### src/rtl/intack_pkg.sv
package intack_pkg;
  typedef enum logic [1:0] {
    SEL_SEQ   = 2'd0,
    SEL_FETCH = 2'd1,
    SEL_ACK   = 2'd2,
    SEL_HALT  = 2'd3
  } entry_sel_t;
endpackage

### src/rtl/intack_enable_pend.sv
module intack_enable_pend (
  input  logic clk,
  input  logic rst_n,
  input  logic irq_in,
  input  logic set_en,
  input  logic clr_en,
  input  logic take,
  output logic int_en,
  output logic pending
);
  // Enable bit: taking an interrupt or a clear strobe beats a set strobe.
  always_ff @(posedge clk or negedge rst_n) begin
    if (!rst_n) begin
      int_en <= 1'b0;
    end else if (take || clr_en) begin
      int_en <= 1'b0;
    end else if (set_en) begin
      int_en <= 1'b1;
    end
  end

  // Pending bit: only latched while enabled; taking it clears it.
  always_ff @(posedge clk or negedge rst_n) begin
    if (!rst_n) begin
      pending <= 1'b0;
    end else if (take) begin
      pending <= 1'b0;
    end else if (irq_in && int_en) begin
      pending <= 1'b1;
    end
  end
endmodule

### src/rtl/intack_boundary.sv
module intack_boundary
  import intack_pkg::*;
#(
  parameter int ADDR_W     = 9,
  parameter int FETCH_ADDR = 3,
  parameter int HALT_ADDR  = 7
) (
  input  logic              end_stb,
  input  logic              halt_stb,
  input  logic              pending,
  output entry_sel_t        sel,
  output logic [ADDR_W-1:0] addr,
  output logic              take,
  output logic              to_halt
);
  localparam logic [ADDR_W-1:0] FETCH_A = ADDR_W'(FETCH_ADDR);
  localparam logic [ADDR_W-1:0] HALT_A  = ADDR_W'(HALT_ADDR);

  always_comb begin
    sel     = SEL_SEQ;
    addr    = '0;
    take    = 1'b0;
    to_halt = 1'b0;
    if (end_stb) begin
      if (pending) begin
        sel  = SEL_ACK;
        addr = FETCH_A;
        take = 1'b1;
      end else if (halt_stb) begin
        sel     = SEL_HALT;
        addr    = HALT_A;
        to_halt = 1'b1;
      end else begin
        sel  = SEL_FETCH;
        addr = FETCH_A;
      end
    end
  end
endmodule

### src/rtl/intack_mode.sv
module intack_mode (
  input  logic clk,
  input  logic rst_n,
  input  logic end_stb,
  input  logic take,
  input  logic to_halt,
  output logic ack,
  output logic halted
);
  // Both flags change only at instruction boundaries.
  always_ff @(posedge clk or negedge rst_n) begin
    if (!rst_n) begin
      ack    <= 1'b0;
      halted <= 1'b0;
    end else if (end_stb) begin
      ack    <= take;
      halted <= to_halt;
    end
  end
endmodule

### src/rtl/intack_ctrl.sv
module intack_ctrl
  import intack_pkg::*;
#(
  parameter int ADDR_W     = 9,
  parameter int FETCH_ADDR = 3,
  parameter int HALT_ADDR  = 7
) (
  input  logic              clk,
  input  logic              rst_n,
  input  logic              irq_in,
  input  logic              ei_stb,
  input  logic              di_stb,
  input  logic              halt_stb,
  input  logic              end_stb,
  input  logic              pc_inc_req,
  input  logic              pc_load_req,
  output logic              inta,
  output logic              halted,
  output logic              int_en,
  output logic              irq_pend,
  output logic [1:0]        entry_sel,
  output logic [ADDR_W-1:0] entry_addr,
  output logic              pc_inc_en,
  output logic              pc_load_en
);
  entry_sel_t sel_w;
  logic       take_w;
  logic       to_halt_w;

  intack_enable_pend u_enpend (
    .clk     (clk),
    .rst_n   (rst_n),
    .irq_in  (irq_in),
    .set_en  (ei_stb),
    .clr_en  (di_stb),
    .take    (take_w),
    .int_en  (int_en),
    .pending (irq_pend)
  );

  intack_boundary #(
    .ADDR_W     (ADDR_W),
    .FETCH_ADDR (FETCH_ADDR),
    .HALT_ADDR  (HALT_ADDR)
  ) u_bound (
    .end_stb  (end_stb),
    .halt_stb (halt_stb),
    .pending  (irq_pend),
    .sel      (sel_w),
    .addr     (entry_addr),
    .take     (take_w),
    .to_halt  (to_halt_w)
  );

  intack_mode u_mode (
    .clk     (clk),
    .rst_n   (rst_n),
    .end_stb (end_stb),
    .take    (take_w),
    .to_halt (to_halt_w),
    .ack     (inta),
    .halted  (halted)
  );

  assign entry_sel  = sel_w;
  // The vector instruction keeps the PC where the vector left it, unless it
  // writes the PC explicitly.
  assign pc_inc_en  = pc_inc_req & ~inta;
  assign pc_load_en = pc_load_req;
endmodule

### config.mk
export PLATFORM = sky130hd
export DESIGN_NAME = intack_ctrl
export DESIGN_NICKNAME = d
export VERILOG_FILES = /design/src/rtl/intack_pkg.sv /design/src/rtl/intack_enable_pend.sv /design/src/rtl/intack_boundary.sv /design/src/rtl/intack_mode.sv /design/src/rtl/intack_ctrl.sv
export SDC_FILE = /design/constraint.sdc
export NUM_CORES = 1
export LEC_CHECK = 0
export ABC_AREA = 1
export BUFFER_PORTS_ARGS = -buffer_cell sky130_fd_sc_hd__buf_2
export CAP_MARGIN = 20
export CORE_AREA = 2 2 39 41
export CTS_CLUSTER_DIAMETER = 50
export DETAILED_ROUTE_END_ITERATION = 10
export DIE_AREA = 0 0 41 43
export GPL_ROUTABILITY_DRIVEN = 0
export PLACE_DENSITY = 0.46
export SLEW_MARGIN = 5
export SYNTH_ARGS = -nofsm -noshare
export SYNTH_HDL_FRONTEND = slang
export SYNTH_SLANG_ARGS = --single-unit
### constraint.sdc
create_clock -name clk -period 0.9 [get_ports clk]
set_input_delay 0.18 -clock clk [delete_from_list [all_inputs] [get_ports clk]]
set_output_delay 0.18 -clock clk [all_outputs]
set_load 0.05 [all_outputs]
* Word level (Yosys, flattened, before mapping)
Index checks and enable logic that the tools add are counted.
** Storage, ports and cells
- Bits in registers :: 4
- Output and inout port bits :: 17
- Input port bits :: 9
** Operators by class
- Mux-type cells :: 14
- Bitwise gates (word level) :: 2
- Reductions and logical operators :: 4
** Operators with widths (count)
- 2-to-1 mux 9 bit :: 2
- 2-to-1 mux 1 bit :: 8
- 2-to-1 mux 2 bit :: 3
- nonzero test 2 bit :: 2
- 2-to-1 mux 3 bit :: 1
- AND 1 bit :: 1
- logical AND 1 bit :: 1
- logical OR 1 bit :: 1
- NOT 1 bit :: 1

* Logic depth before layout (Yosys ltp)
- Depth after elaboration :: 4
- Gate-level depth with buffers :: 4
- Gate-level depth less buffers :: 4

* By module
A second synthesis with hierarchy kept.
** Unflattened totals
- Cells, all modules :: 37
- Area total of the unflattened synthesis :: 270.3 um2
** By module, submodules not included
- intack_boundary :: area each 100.1 um2, cells each 17, instances 1
- intack_enable_pend :: area each 76.3 um2, cells each 8, instances 1
- intack_mode :: area each 76.3 um2, cells each 9, instances 1
- intack_ctrl :: area each 17.5 um2, cells each 3, instances 1

* Least setup slack after synthesis
Ideal clock, no wire load.
- Path type :: register to output
- Start :: register u_enpend.pending
- End :: output entry_sel[0]
- Cell stages (with the launch flop) :: 2
- Required time :: 0.720 ns
- Slack :: -0.593 ns
- Data arrival time :: 1.313 ns
- Cell sequence :: dfrtp_1 nor2_1
** On the way
- Cells in the longest elaborated chain, start to end :: 2
** RTL lines
- from (decl) :: line intack_enable_pend.sv:9 : output logic pending
- from (signal assigned) :: line intack_enable_pend.sv:25 : pending <= 1'b0;
- from (signal assigned) :: line intack_enable_pend.sv:27 : pending <= 1'b0;
- from (signal assigned) :: line intack_enable_pend.sv:29 : pending <= 1'b1;
- 2-to-1 mux 2 bit :: line intack_boundary.sv:25 : if (pending) begin
- 2-to-1 mux 2 bit :: line intack_boundary.sv:24 : if (end_stb) begin
- to (decl) :: line intack_ctrl.sv:21 : output logic [1:0] entry_sel,
No other way between the ends.

* Final worst setup path
Ends and elaborated chain as after synthesis.

==> impl_metrics.py <==
metrics = {
    "status": {
        "status": "complete, but fails checks",
        "failed_checks": "negative setup slack",
    },
    "sta": {
        "setup_viol": 10,
        "tns_ns": -1.69,
        "clock_skew_ns": 0.00611,
        "clock.fmax_mhz": 830,
        "layout_min_cycle_time_ns": 1.20,
        "final.setup.worst_slack_ns": -0.305,
        "drv_slew": 0,
        "finalHoldViolations": 0,
        "fin_hold_ws_ns": 0.172,
        "rsz0062_at_grt": "true",
        "finalCritPeriodShare_pct": 134,
    },
    "routing": {
        "dr.pass1.iters": 3,
        "drc": 0,
        "num_vias": 291,
        "drt-vias-per-instance": 3.55,
        "ant_nets": 0,
        "drt_wl_total_um": 685,
        "drt_iter0_markers": 1,
        "wl_per_cell_um": 8.35,
    },
    "worst_setup_path": {
        "reg2reg_depth": 6,
        "end_kind": "output pin",
        "cp_max_fo": 3,
        "r2r-end": "u_mode.halted",
        "cp.required_ns": 0.72,
        "max_stage_delay_ns": 0.41,
        "worstReg2RegStart": "u_enpend.pending",
        "crit_slowest_cell": "dfrtp_2",
        "crit_type": "flip-flop to output pin",
        "r2r_setup_slack_ns": -0.12,
        "crit_start": "u_enpend.pending",
        "worstPathArrival_ns": 1.02,
        "crit_chain": "buf_4 -> nor2_4 -> buf_8",
        "setup.worst_path.start_class": "flip-flop",
        "crit_path_end": "entry_sel[0]",
    },
    "synthesis": {
        "yosys_warnings": 0,
        "synth_top_family_by_area": "buffers and inverters",
        "ys_seq_area_share_pct": 38.8,
        "synthXorXnorAreaFrac_pct": 0,
        "syn_area_um2": 258,
        "synth_fa_ha_area_share_pct": 0,
        "ys_ff_latch": 4,
        "synth_compound_area_share_pct": 0,
        "synth.avg_cell_area_um2": 7.16,
        "synthCells": 36,
        "netlist-cell-type-count": 8,
        "synthSimpleGateAreaFrac_pct": 24.8,
        "muxShareOfSynthArea_pct": 0,
    },
    "clock_network": {
        "numCtsBuffers": 3,
        "clock_latency_ns": 0.24,
        "clkTransAtPathRegs_ns": 0.03,
        "htreeDepth": 1,
        "cts_tree": "done",
        "cts.sink_count": 4,
        "clk_path_buf_depth": 2,
        "cts_root_buffer": "clkbuf_4",
    },
    "global_routing": {
        "antenna_found_initial": 0,
        "grt_start_max_net_pins": 6,
        "grt_use_met2_pct": 11.9,
        "grt_pass1_vias": 243,
        "met3_usage_pct": 7.85,
        "grt_use_total_pct": 8.24,
        "grt-busiest-layer": "met2",
        "grt_use_met1_pct": 9.35,
        "grt_first_pass_wirelength_um": 917,
        "grt-ovfl-total": 0,
    },
    "cells_and_area": {
        "insertedDiodeCount": 0,
        "final_core_util_pct": 40.3,
        "fin_nets": 77,
        "final_cell_area_um2": 558,
        "drive_gt1_share_pct": 65.2,
        "area_growth_pct": 117,
    },
    "power_and_ir_drop": {
        "power_mw": 1.69,
        "power_frac_seq_pct": 18.3,
        "clkPwrFrac_pct": 13.3,
        "leakagePower_nw": 0.313,
        "switchingPower_uw": 808,
        "swShare_pct": 47.8,
        "power_density_nw_per_um2": 3030,
        "comb_power_share_pct": 68.4,
        "p_int_uw": 882,
        "peakVddDrop_mv": 1.24,
    },
    "placed_design": {
        "post-dp-hpwl_um": 458,
        "portBuffers": 17,
        "place_area_um2": 385,
    },
    "floorplan": {
        "start_util_pct": 18.6,
        "dieArea_um2": 1760,
        "io_pins": 26,
        "fp.dieH_um": 43,
        "die_w_um": 41,
        "core_area_um2": 1380,
        "placementRows": 14,
    },
    "job": {
        "maxCapViolCount": 0,
    },
    "worst_hold_path": {
        "hold_class": "primary input to flip-flop",
    },
}
==> final cells by class <==
| type | count | area [µm²] |
|---|---|---|
| clock buffers | 3 | 22.5 |
| fillers | 144 | 826 |
| inverters | 6 | 26.3 |
| multi-input cells | 22 | 124 |
| flip-flops and latches | 4 | 103 |
| well taps | 16 | 20.0 |
| repair buffers | 31 | 263 |
==> cell usage after synthesis <==
library cell	n	area [µm²]
nand2_2	1	6.26
nand3_1	1	5.00
conb_1	1	3.75
buf_4	9	67.6
nand2_1	10	37.5
nor2_1	4	15.0
inv_1	6	22.5
dfrtp_1	4	100
==> worst min path at each step <==
| stage | startpoint | endpoint | depth (start not counted) |
|---|---|---|---|
| detailed placement | rst_n | u_mode.halted | 1 |
| global route | di_stb | u_enpend.int_en | 4 |
| floorplan | rst_n | u_enpend.int_en | 0 |
| CTS | di_stb | u_enpend.int_en | 4 |
| global placement | rst_n | u_mode.halted | 1 |
| finish | di_stb | u_enpend.int_en | 4 |
==> power groups by stage <==
stage	Combinational [mW]	Clock, mW	Sequential [mW]
global route	1.22	0.251	0.319
global placement	0.787	0	0.319
detailed placement	0.788	0	0.322
CTS	0.987	0.240	0.325
finish	1.16	0.225	0.310
floorplan	0.404	0	0.528
==> critical path: cells and delay by family (launching register included) <==
family / cells / cell delay [ns]
flip-flops: 1 / 0.41
buffers and inverters: 2 / 0.30
AND/OR/NAND/NOR: 1 / 0.08
==> sequential cells by signal (all words and copies together), names as in the netlist <==
signal / flops
u_enpend.int_en: 1
u_enpend.pending: 1
u_mode.halted: 1
u_mode.ack: 1
==> placed cells by master, fill, tap and decap left out, drive strengths merged <==
master	instances
dfrtp	4
nor2	4
clkbuf	5
inv	5
nand3	1
conb	6
nand2	11
buf	28
dlygate4sd3	1
clkinvlp	1
==> timing repair <==
action	CTS	global route
hold endpoints to repair	4	0
hold buffers	1	0
endpoints found under the setup margin	8	12
cloned	0	0
pin swaps	0	2
buffers inserted	4	4
resized for setup	16	9
==> per-stage QoR <==
step	std cells	setup WS [ns]
after global placement	70	-0.163
final	82	-0.305
after floorplan	41	-0.222
after global routing	82	-0.351
after CTS	78	-0.323
after detailed placement	70	-0.180
==> routing by layer <==
layer | routed length (µm) | vias up
met2 | 377 | 11
met4 | 0 | 0
met1 | 256 | 130
li1 | - | 150
met5 | 0 | -
met3 | 52 | 0
==> kinds of logic after synthesis <==
| group | after synthesis |
|---|---|
| AND/OR/NAND/NOR | 16 |
| buffers and inverters | 15 |
| other | 1 |
| flip-flops | 4 |
(Power assumes the default switching activity.)
